## src/rtl/frac_baud_gen.sv

```systemverilog
module frac_baud_gen #(
  parameter int REG_W   = 32,
  parameter int STEP_W  = 16,
  parameter int SCALE_W = 8
) (
  input  logic             clk,
  input  logic             rst_n,
  input  logic             cfg_we,
  input  logic [REG_W-1:0] cfg_wdata,
  output logic [REG_W-1:0] cfg_rdata,
  output logic             baud_tick
);
  localparam int ACC_W = STEP_W + 1;
  localparam int PAD_W = REG_W - STEP_W - SCALE_W;

  logic [STEP_W-1:0]  step_q;
  logic [SCALE_W-1:0] scale_q;
  logic [SCALE_W-1:0] presc_q;
  logic [ACC_W-1:0]   acc_q;
  logic               tick_q;

  logic             presc_hit;
  logic [ACC_W:0]   acc_sum;

  assign presc_hit = (presc_q == scale_q);
  assign acc_sum   = {1'b0, acc_q} + {{(ACC_W + 1 - STEP_W){1'b0}}, step_q};

  always_ff @(posedge clk or negedge rst_n) begin
    if (!rst_n) begin
      step_q  <= '0;
      scale_q <= '0;
      presc_q <= '0;
      acc_q   <= '0;
      tick_q  <= 1'b0;
    end else if (cfg_we) begin
      step_q  <= cfg_wdata[STEP_W-1:0];
      scale_q <= cfg_wdata[STEP_W +: SCALE_W];
      presc_q <= '0;
      acc_q   <= '0;
      tick_q  <= 1'b0;
    end else if (presc_hit) begin
      presc_q <= '0;
      acc_q   <= acc_sum[ACC_W-1:0];
      tick_q  <= acc_sum[ACC_W];
    end else begin
      presc_q <= presc_q + 1'b1;
      tick_q  <= 1'b0;
    end
  end

  assign cfg_rdata = {{PAD_W{1'b0}}, scale_q, step_q};
  assign baud_tick = tick_q;
endmodule

```

## config.mk

```make
export PLATFORM = sky130hd
export DESIGN_NAME = frac_baud_gen
export DESIGN_NICKNAME = d
export VERILOG_FILES = /design/src/rtl/frac_baud_gen.sv
export SDC_FILE = /design/constraint.sdc
export NUM_CORES = 1
export LEC_CHECK = 0
export ABC_CLOCK_PERIOD_IN_PS = 2500
export BUFFER_PORTS_ARGS = -buffer_cell sky130_fd_sc_hd__buf_2
export CAP_MARGIN = 0
export CORE_MARGIN = 2
export CORE_UTILIZATION = 53
export CTS_CLUSTER_DIAMETER = 30
export DETAILED_ROUTE_END_ITERATION = 16
export GPL_TIMING_DRIVEN = 0
export PLACE_DENSITY_LB_ADDON = 0.15
export SYNTH_ARGS = -nofsm -noshare
export SYNTH_HDL_FRONTEND = slang
export SYNTH_SLANG_ARGS = --single-unit
```

## constraint.sdc

```tcl
create_clock -name clk -period 2.5 [get_ports clk]
set_input_delay 0.25 -clock clk [delete_from_list [all_inputs] [get_ports clk]]
set_output_delay 0.25 -clock clk [all_outputs]
set_load 0.01 [all_outputs]
```

==> results of run 1 <==
worst max path at each step:
stage	startpoint	endpoint	slack (ns)	cells past startpoint
finish	step_q[0]	acc_q[14]	0.13	10
global route	step_q[0]	acc_q[14]	0.002	10
CTS	step_q[0]	acc_q[14]	0.06	10
detailed placement	step_q[0]	acc_q[14]	0.1	10
global placement	step_q[0]	acc_q[14]	0.14	10
floorplan	step_q[0]	acc_q[14]	0.34	10
through the flow:
step                      setup slack [ns]  instance area, sq um  std cells  hold WS, ns  total power, mW
after floorplan                      0.339                  2830        264      -0.0456             1.09
after global placement               0.136                  3170        384        0.463             1.20
after detailed placement            0.0989                  3170        384        0.466             1.21
after CTS                           0.0629                  3260        392        0.137             1.70
after global routing               0.00165                  3270        392        0.141             1.77
final                                0.132                  3270        392        0.135             1.68
layer usage:
metal | vias up | wire [um]
li1 | 1023 | -
met1 | 976 | 2560
met2 | 41 | 2640
met3 | 7 | 226
met4 | 0 | 72
met5 | - | 0
sequential cells by signal (all words and copies together), names as in the netlist:
signal	flops
scale_q	8
step_q	16
presc_q	8
baud_tick	1
acc_q	17
critical path: cells and delay by family, from the launching register on:
| kind | cells | cell delay, ns |
|---|---|---|
| buffers and inverters | 1 | 0.05 |
| DFF | 1 | 0.38 |
| adders and majority gates | 2 | 0.59 |
| and+or+nand+nor | 1 | 0.17 |
| AOI/OAI and AO/OA | 6 | 1.03 |
cell type report:
type | count | area share
multi-input cells | 190 | 0.446
plain buffers | 17 | 0.0303
repair buffers | 50 | 0.0766
well taps | 70 | 0.0268
clock inverters | 2 | 0.00383
clock buffers | 6 | 0.0253
flip-flops and latches | 50 | 0.383
inverters | 7 | 0.00804
power breakdown:
group / switching, mW / internal [mW] / total [mW]
logic: 0.154 / 0.140 / 0.294
registers: 0.0399 / 0.853 / 0.893
clock network: 0.271 / 0.223 / 0.494
logic make-up (layout without fill, tap and decap cells):
kind of cell             after synthesis  after routing
multiplexers                          30             30
adder cells (fa/ha/maj)               18             18
AO/OA/AOI/OAI                         51             51
flip-flops                            50             50
AND/OR/NAND/NOR                       57             57
buffers and inverters                 24             82
other                                  1              8
XOR/XNOR                              26             26
cell usage in the layout (no fill, tap or decap), drive strengths merged, types with 2 or more instances in the layout:
cell / instances
o311ai: 2
xor2: 10
dfrtp: 50
ha: 17
buf: 60
a21o: 5
a211o: 2
mux2i: 7
mux2: 23
o21a: 2
a211oi: 3
a21oi: 13
clkbuf: 13
and3: 5
a31o: 2
xnor2: 16
conb: 8
nand2: 7
a31oi: 3
nand3: 3
o21ai: 7
or3: 2
o22ai: 5
inv: 7
or2: 2
nor2b: 4
nand2b: 3
nor2: 25
nand4: 2
a2111oi: 2
timing repair:
action,4_1_cts,5_1_grt
setup endpoints to repair,0,2
resized for setup,0,2
buffers inserted,0,0
==> results by group, run 1 <==
Drt
  – Vias post-DR: 2,047
  – Routed Antenna Nets: 0
  – Final WL: approximately 5.5 mm
  – Initial DRC count: slightly above 70
  – DR pass1 iterations: 4
  – DRC viols: 0
  – Via density: approximately 5.2
  – Drt wl/cell: between 10 and 15 um

Synthesis
  – Number of synthesized flops with an enable pin: 0
  – Synth area leaders: dfrtp_1 45%, ha_1 7.6%, mux2_2 6.0%
  – Top-area cell type share of the netlist area: 0.447
  – Cell count after synthesis: ~260
  – Mux contribution to synthesized area: 0.117
  – Top post-synthesis cells by count: 50 x dfrtp_1, 25 x nor2_1, 17 x ha_1, 16 x xnor2_1, 15 x mux2_2
  – Area fraction in and, or, nand and nor cells after synthesis: 0.101
  – Sequential area share after synthesis: 0.447
  – Synth Warn #: 0
  – Yosys top cell by area: dfrtp_1
  – Synth Flop Type: dfrtp_1
  – #FFs+latches synth: 50
  – Largest family of logic cells by synthesized area: compound AO/OA/AOI/OAI gates
  – Adder-cell area share of the yosys netlist: 0.0831
  – Post-synthesis async set-or-reset flop share: 1.00
  – Avg Cell Area, Syn: approximately 11 sq um
  – Most common cell in the netlist: dfrtp_1
  – Cell area after synthesis: about 0.0028 sq mm
  – Compound-Gate Fraction of Synth Area: 0.124
  – Number of distinct library cells after synthesis: 46
  – Synth Area in XOR/XNOR: 0.0813

Setup path
  – CP Launch Type: flop
  – FF-to-FF setup slack: 0.13 ns
  – Cells on worst reg2reg path: 10
  – Reg2Reg Capture Point: acc_q[14]
  – WP data required: between 2 and 3 ns
  – Crit path cell chain: ha_1 > inv_1 > fa_1 > nor2b_2 > o2111a_1 > o311ai_1 > a21oi_2 > a31oi_1 > a41oi_1 > o22ai_1
  – Crit end category: flop
  – Worst r2r src: step_q[0]
  – Worst Path Max Fanout: 3
  – Worst Setup Path Type: reg2reg
  – WP data arrival: 2.54 ns
  – Critical path's slowest cell: fa_1
  – Max incr delay on CP: 0.41 ns

Global route
  – M3 GR Usage: 0.0376
  – Remaining Overflow, GRT: 0
  – GRT Overall Usage: 0.199
  – Vias in the first global route: 2,041
  – First-pass GRT wire length: just over 9 mm
  – Grt peak-use layer: met2
  – Grt met1 use: 0.250
  – Initial antenna violation count: 0
  – Largest net degree at the start of global routing: 51
  – Met2 Usage GRT: 0.345

Floorplanning
  – Core ar.: 0.00511 sq mm
  – # rows: 26
  – Die Y: 76.7 um
  – IO Count: 68
  – Area of the die: approximately 0.0059 sq mm
  – Initial core utilization: 0.549
  – Die Wd: 76.7 um

Outcome
  – Status: finished clean

Power and ir drop
  – Cell Pwr Density: 514 mW/mm^2
  – Max VDD drop: about 320 uV
  – Lkg Pwr: 1.57 nW

Clocking
  – Clock latency at the later pin of the worst-skew pair: approximately 0.31 ns
  – # clock sinks: 50
  – Root Driver: clkbuf_8
  – Number of H-tree levels: 2
  – Clock slew at reported path FFs: approximately 0.1 ns
  – Post-CTS Hold Fix Bufs: 0
  – CTS buffer count: 5
  – TritonCTS clock tree: yes
  – CTS max path bufs: 2

Place
  – Detailed Place HPWL: ~4 mm
  – Port Buffers: 50
  – RePlAce Congestion: ~0.80

Timing
  – Slew Viols, Final: 0
  – Slew headroom: 0.286
  – Fmax: 422 MHz
  – RSZ-0062 raised after global routing: false
  – Tcrit/Tclk final: 0.947
  – Finish-stage setup viols: 0
  – Final min period: around 2.4 ns
  – Setup TNS: 0 ns
  – Worst-Margin Slew: 1.07 ns
  – Final hold vios: 0
  – Fin Clk Skew: 0.0117 ns

Layout
  – Fin util: 0.640
  – # fillers: around 420
  – Sequential cell area: 0.00125 sq mm
  – Post-layout nets: between 300 and 400
  – ANT cells: 0
  – Area delta synth->final: 16.6%
  – Share of layout cells above drive strength 1: 0.276
  – Multi-input logic area: between 0.001 and 0.0015 sq mm

Min path
  – Worst Hold Class: in2async

Job
  – Max-cap violations: 0
Note: power is estimated with default switching activity, not from simulation.
==> run 2: changes to the inputs <==
--- a/config.mk
+++ b/config.mk
@@ -5,11 +5,11 @@
 export SDC_FILE = /design/constraint.sdc
 export NUM_CORES = 1
 export LEC_CHECK = 0
-export ABC_CLOCK_PERIOD_IN_PS = 2500
+export ABC_CLOCK_PERIOD_IN_PS = 3000
 export BUFFER_PORTS_ARGS = -buffer_cell sky130_fd_sc_hd__buf_2
 export CAP_MARGIN = 0
 export CORE_MARGIN = 2
-export CORE_UTILIZATION = 53
+export CORE_UTILIZATION = 58
 export CTS_CLUSTER_DIAMETER = 30
 export DETAILED_ROUTE_END_ITERATION = 16
 export GPL_TIMING_DRIVEN = 0
==> constraint.sdc (replaced) <==
create_clock -name clk -period 3 [get_ports clk]
set_input_delay 0.3 -clock clk [delete_from_list [all_inputs] [get_ports clk]]
set_output_delay 0.3 -clock clk [all_outputs]
set_load 0.01 [all_outputs]
==> run 2 against run 1 <==
  * First-iteration DRC count increased by 110%
  * Wire length increased by 0.60%
  * Clock power increased by 2%
  * Critical path depth unchanged
  * Critical endpoint unchanged
==> results by group, run 2 (synthesis gave the netlist of run 1 again) <==
Global route
  – First-pass GRT wire length: 9.40 mm (+0.51%)
  – Remaining Overflow, GRT: 0 (unchanged)
  – Largest net degree at the start of global routing: 51 (unchanged)
  – GRT Overall Usage: 0.226 (+0.0274)
  – Vias in the first global route: 1,984 (-2.8%)
  – Initial antenna violation count: 0 (unchanged)

Clocking
  – CTS buffer count: 5 (unchanged)
  – TritonCTS clock tree: yes
  – Post-CTS Resized: 0 (unchanged)
  – Clock slew at reported path FFs: 0.10 ns (about the same)
  – Number of H-tree levels: 2 (unchanged)
  – Post-CTS Hold Fix Bufs: 0 (unchanged)
  – Clock latency at the later pin of the worst-skew pair: 0.31 ns (about the same)
  – Post-CTS Setup Bufs: 0 (unchanged)
  – CTS max path bufs: 2 (unchanged)
  – Root Driver: clkbuf_8
  – # clock sinks: 50 (unchanged)

Floorplanning
  – Die Wd: 73.5 um (-4.2%)
  – Area of the die: 0.00540 sq mm (-8.2%)
  – Core ar.: 0.00469 sq mm (-8.1%)
  – IO Count: 68 (unchanged)
  – # rows: 25 (-3.8%)
  – Initial core utilization: 0.597 (+0.0486)
  – Die Y: 73.5 um (-4.2%)

Layout
  – Biggest regs: acc_q (17), step_q (16)
  – Fin util: 0.695 (+0.0556)
  – Most flop-heavy register: acc_q
  – Commonest cells after routing, fill and taps aside: 51 x buf_2, 50 x dfrtp_1, 25 x nor2_1, 17 x ha_1, 16 x xnor2_1
  – ANT cells: 0 (unchanged)
  – Post-layout nets: 374 (unchanged)
  – Share of layout cells above drive strength 1: 0.270 (-0.00621)
  – Area delta synth->final: 16.4%
  – Layout Cells excl Fill: 376 (-4.1%)
  – Commonest non-fill, non-tap cell in the layout: buf_2
  – Max reg flops: 17 (unchanged)

Timing
  – Slew headroom: 0.253 (-0.0326)
  – Worst-Margin Slew: 1.12 ns (+0.0488 ns)
  – Finish-stage setup viols: 0 (unchanged)
  – Final min period: 2.46 ns (+0.0971 ns)
  – Setup WS post-layout: 0.535 ns (+0.403 ns)
  – RSZ-0062 raised after global routing: false
  – Tcrit/Tclk final: 0.822 (-0.125)
  – Fin Clk Skew: 0.0102 ns (-0.00145 ns)
  – Fmax: 406 MHz (-3.9%)
  – Hold WS: 0.193 ns (+0.0584 ns)
  – Slew Viols, Final: 0 (unchanged)
  – Setup TNS: 0 ns (unchanged)
  – Final hold vios: 0 (unchanged)

Setup path
  – Cells on worst reg2reg path: 10 (unchanged)
  – Crit end category: flop
  – Worst Path Max Fanout: 3 (unchanged)
  – WP data arrival: 2.64 ns (+0.10 ns)
  – Reg2Reg Capture Point: acc_q[14]
  – FF-to-FF setup slack: 0.54 ns (+0.40 ns)
  – Worst r2r src: step_q[0]
  – CP Launch Type: flop
  – Worst Setup Path Type: reg2reg
  – Crit path cell chain: ha_1 > inv_1 > fa_1 > nor2b_1 > o2111a_1 > o311ai_1 > a21oi_1 > a31oi_1 > a41oi_1 > o22ai_1
  – Worst Path Buf+Inv: 1 (unchanged)
  – Max incr delay on CP: 0.41 ns (about the same)
  – Critical path's slowest cell: fa_1
  – CP top delay family: compound AO/OA/AOI/OAI gates
  – WP data required: 3.17 ns (+0.50 ns)
  – Crit path launch: step_q[0]

Power and ir drop
  – Max VDD drop: 426 uV (+34%)
  – Lkg Pwr: 1.58 nW (+0.68%)
  – Cell Pwr Density: 457 mW/mm^2 (-11%)

Drt
  – DR pass1 iterations: 4 (unchanged)
  – Via density: 5.67 (+8.5%)
  – Drt wl/cell: 14.7 um (+4.9%)
  – Vias post-DR: 2,131 (+4.1%)
  – Final WL: 5.53 mm (+0.60%)
  – Routed Antenna Nets: 0 (unchanged)
  – DRC viols: 0 (unchanged)
  – Initial DRC count: 153 (+110%)

Place
  – Pre-CTS setup slack: 0.592 ns (+0.493 ns)
  – RePlAce Congestion: 0.844 (+6.1%)
  – Port Buffers: 50 (unchanged)
  – Detailed Place HPWL: 3.91 mm (-2.7%)
  – Placed Instances: 368 (-4.2%)

Min path
  – Worst Hold Class: in2async

Outcome
  – Status: finished clean

Job
  – Max-cap violations: 0 (unchanged)
## run 2: layout make-up
type,instances,area (sq um)
Fill cell,390,1430
Sequential cell,50,1250
Inverter,7,26.3
Tap cell,54,67.6
Buffer,17,98.8
Multi-Input combinational cell,190,1450
Clock buffer,5,68.8
Clock inverter,3,47.5
Timing Repair Buffer,50,250
## run 2: worst max-delay path by stage
stage | slack (ns) | cells past startpoint | to
after floorplan | 0.84 | 10 | acc_q[14]
after detailed placement | 0.59 | 10 | acc_q[14]
final | 0.54 | 10 | acc_q[14]
after global routing | 0.29 | 10 | acc_q[14]
after CTS | 0.55 | 10 | acc_q[14]
after global placement | 0.63 | 10 | acc_q[14]
## run 2: power by group
part | switching, mW | internal [mW]
logic | 0.128 | 0.116
registers | 0.0323 | 0.711
clock network | 0.250 | 0.253
## run 2: metrics by stage
| stage | power (mW) | cell area, sq um |
|---|---|---|
| after CTS | 1.50 | 3260 |
| after global placement | 0.996 | 3150 |
| after global routing | 1.56 | 3260 |
| after floorplan | 0.911 | 2830 |
| final | 1.49 | 3260 |
| after detailed placement | 1.00 | 3150 |
## run 2: routing by layer
layer / GRT usage / vias up / wire, um
met5: 0 / - / 0
met4: 0.0667 / 0 / 75
met3: 0.0384 / 8 / 229
met2: 0.360 / 49 / 2640
li1: - / 1035 / -
met1: 0.318 / 1039 / 2590
==> run 3: changes to the inputs <==
--- a/config.mk
+++ b/config.mk
@@ -5,11 +5,12 @@
 export SDC_FILE = /design/constraint.sdc
 export NUM_CORES = 1
 export LEC_CHECK = 0
-export ABC_CLOCK_PERIOD_IN_PS = 3000
+export ABC_AREA = 1
+export ABC_CLOCK_PERIOD_IN_PS = 2600
 export BUFFER_PORTS_ARGS = -buffer_cell sky130_fd_sc_hd__buf_2
 export CAP_MARGIN = 0
 export CORE_MARGIN = 2
-export CORE_UTILIZATION = 58
+export CORE_UTILIZATION = 55
 export CTS_CLUSTER_DIAMETER = 30
 export DETAILED_ROUTE_END_ITERATION = 16
 export GPL_TIMING_DRIVEN = 0
==> constraint.sdc (replaced) <==
create_clock -name clk -period 2.6 [get_ports clk]
set_input_delay 0.26 -clock clk [delete_from_list [all_inputs] [get_ports clk]]
set_output_delay 0.26 -clock clk [all_outputs]
set_load 0.01 [all_outputs]
==> run 3 against run 2 <==
  * Clock-buffer cell count did not move
  * Wire length increased by 21%
  * Synthesized cell count up 73%
  * Setup slack improved by 0.090 ns
  * Utilization is 4.6 points lower
  * Total power up 6.7%
  * First-iteration DRC count fell by 48%
  * Non-clock buffer count decreased by 2
  * Critical path type unchanged
  * Via count up 31%
  * Critical endpoint is now acc_q[16]
  * Worst hold slack got worse by 0.051 ns
==> results by group, run 3 <==
Outcome
  – Status: finished clean

Synthesis
  – Yosys top cell by area: dfrtp_1
  – Number of synthesized flops with an enable pin: 0 (unchanged)
  – Post-synthesis async set-or-reset flop share: 1.00 (unchanged)
  – Synth Warn #: 0 (unchanged)
  – Number of distinct library cells after synthesis: 26 (-43%)
  – Avg Cell Area, Syn: 6.98 sq um (-36%)
  – Synth area leaders: dfrtp_1 40%, nand2_1 24%, ha_1 6.8%
  – Sequential area share after synthesis: 0.403 (-0.0441)
  – Most common cell in the netlist: nand2_1
  – Synth Flop Type: dfrtp_1
  – #FFs+latches synth: 50 (unchanged)
  – Cell count after synthesis: 445 (+73%)
  – Cell area after synthesis: 0.00311 sq mm (+11%)
  – Top-area cell type share of the netlist area: 0.403 (-0.0441)
  – Top post-synthesis cells by count: 202 x nand2_1, 55 x inv_1, 50 x dfrtp_1, 21 x nor2_1, 17 x ha_1

Global route
  – GRT Overall Usage: 0.236 (+0.00959)
  – Remaining Overflow, GRT: 0 (unchanged)
  – First-pass GRT wire length: 11.7 mm (+25%)
  – Largest net degree at the start of global routing: 51 (unchanged)
  – Vias in the first global route: 2,707 (+36%)
  – Initial antenna violation count: 0 (unchanged)

Floorplanning
  – Die Wd: 79.2 um (+7.7%)
  – Area of the die: 0.00627 sq mm (+16%)
  – Initial core utilization: 0.568 (-0.0292)
  – Core ar.: 0.00547 sq mm (+17%)
  – IO Count: 68 (unchanged)
  – Die Y: 79.2 um (+7.7%)
  – # rows: 27 (+8.0%)

Place
  – RePlAce Congestion: 0.871 (+3.1%)
  – Detailed Place HPWL: 4.97 mm (+27%)
  – Port Buffers: 50 (unchanged)

Setup path
  – FF-to-FF setup slack: 0.63 ns (+0.09 ns)
  – Worst Path Max Fanout: 3 (unchanged)
  – Worst Setup Path Type: reg2reg
  – Reg2Reg Capture Point: acc_q[16]
  – Crit path launch: step_q[0]
  – Crit path cell chain: ha_1 > inv_1 > fa_1 > inv_1 > nand2_1 > nand2_1 > nand3_1 > nand2_1 > nand2_1 > nand2_1 > nand3_1 > nand2_1 > nor2_1
  – Worst path most repeated cell: nand2_1
  – Critical path's slowest cell: fa_1
  – Cells on worst reg2reg path: 13 (+3)
  – WP data required: 2.80 ns (-0.37 ns)
  – Critical Path End: acc_q[16]
  – Worst r2r src: step_q[0]
  – CP Launch Type: flop
  – Crit end category: flop
  – WP data arrival: 2.18 ns (-0.46 ns)
  – Max incr delay on CP: 0.40 ns (about the same)

Min path
  – Worst Hold Class: in2async

Clocking
  – Post-CTS Resized: 0 (unchanged)
  – Root Driver: clkbuf_8
  – Clock slew at reported path FFs: 0.09 ns (about the same)
  – TritonCTS clock tree: yes
  – Post-CTS Setup Bufs: 0 (unchanged)
  – CTS max path bufs: 2 (unchanged)
  – Post-CTS Hold Fix Bufs: 0 (unchanged)
  – # clock sinks: 50 (unchanged)
  – Clock latency at the later pin of the worst-skew pair: 0.30 ns (about the same)
  – Number of H-tree levels: 2 (unchanged)
  – CTS buffer count: 5 (unchanged)

Layout
  – Most flop-heavy register: acc_q
  – Commonest cells after routing, fill and taps aside: 202 x nand2_1, 55 x inv_1, 51 x buf_2, 50 x dfrtp_1, 21 x nor2_1
  – Biggest regs: acc_q (17), step_q (16)
  – Area delta synth->final: 14.3%
  – Fin util: 0.649 (-0.0459)
  – Share of layout cells above drive strength 1: 0.155 (-0.115)
  – Max reg flops: 17 (unchanged)
  – Post-layout nets: 562 (+50%)
  – ANT cells: 0 (unchanged)
  – Commonest non-fill, non-tap cell in the layout: nand2_1

Timing
  – Slew headroom: 0.285 (+0.0321)
  – Finish-stage setup viols: 0 (unchanged)
  – Slew Viols, Final: 0 (unchanged)
  – Tcrit/Tclk final: 0.760 (-0.0621)
  – Setup TNS: 0 ns (unchanged)
  – Fin Clk Skew: 0.00449 ns (-0.00574 ns)
  – Final hold vios: 0 (unchanged)
  – Worst-Margin Slew: 1.07 ns (-0.0481 ns)
  – RSZ-0062 raised after global routing: false
  – Fmax: 506 MHz (+25%)
  – Final min period: 1.97 ns (-0.490 ns)

Drt
  – Routed Antenna Nets: 0 (unchanged)
  – Initial DRC count: 80 (-48%)
  – DRC viols: 0 (unchanged)
  – Via density: 4.82 (-15%)
  – Vias post-DR: 2,802 (+31%)
  – Drt wl/cell: 11.5 um (-22%)
  – Final WL: 6.69 mm (+21%)
  – DR pass1 iterations: 5 (+1)

Power and ir drop
  – Cell Pwr Density: 448 mW/mm^2 (-2.1%)
  – Lkg Pwr: 2.08 nW (+32%)
  – Max VDD drop: 253 uV (-41%)

Job
  – Max-cap violations: 0 (unchanged)
==> run 3: how the worst min path moves through the flow <==
stage	cells after the start	end
after floorplan	0	acc_q[0]
after CTS	3	step_q[3]
after global placement	3	step_q[10]
after detailed placement	3	step_q[3]
final	1	scale_q[4]
after global routing	3	step_q[14]
==> run 3: cell type report <==
| class | count | area [sq um] |
|---|---|---|
| multi-input combinational | 326 | 1550 |
| inverter | 61 | 229 |
| clock inverter | 2 | 10.0 |
| sequential | 50 | 1250 |
| timing repair buffer | 50 | 250 |
| clock buffer | 5 | 68.8 |
| buffer | 15 | 103 |
| tap | 72 | 90.1 |
| fill | 517 | 1920 |
==> run 3: kinds of logic after synthesis <==
| kind of cell | after synthesis | synth area share |
|---|---|---|
| compound gates | 34 | 0.0547 |
| xor+xnor | 8 | 0.0225 |
| flops | 50 | 0.403 |
| other cells | 1 | 0.00121 |
| fa+ha+maj | 18 | 0.0749 |
| buf+inv | 76 | 0.107 |
| simple gates | 258 | 0.337 |
==> run 3: metrics by stage <==
stage / cells / hold slack, ns / setup WS, ns / instance area [sq um] / total power, mW
2_1_floorplan: 452 / -0.0356 / 0.865 / 3130 / 1.06
3_3_place_gp: 574 / 0.458 / 0.693 / 3470 / 1.16
3_5_place_dp: 574 / 0.463 / 0.649 / 3470 / 1.17
4_1_cts: 581 / 0.145 / 0.636 / 3550 / 1.60
5_1_grt: 581 / 0.148 / 0.494 / 3550 / 1.68
6_report: 581 / 0.142 / 0.625 / 3550 / 1.59
==> run 3: metal layers <==
layer | wire [um] | track usage | vias to the layer above
met2 | 3250 | 0.411 | 64
met1 | 3100 | 0.301 | 1255
met3 | 288 | 0.0432 | 6
met4 | 54 | 0.0621 | 0
met5 | 0 | 0 | -
li1 | - | - | 1477
==> run 3: where the power goes <==
group	switching (mW)	leakage (nW)	internal, mW
Clock	0.259	0.0438	0.181
Combinational	0.182	1.39	0.116
Sequential	0.0348	0.652	0.818
Total	0.475	2.08	1.12
==> run 3: critical path, delay by kind of cell, from the launching register on <==
family / cells / cell delay (ns)
buffers and inverters: 2 / 0.14
and+or+nand+nor: 9 / 0.75
DFF: 1 / 0.38
adders and majority gates: 2 / 0.61
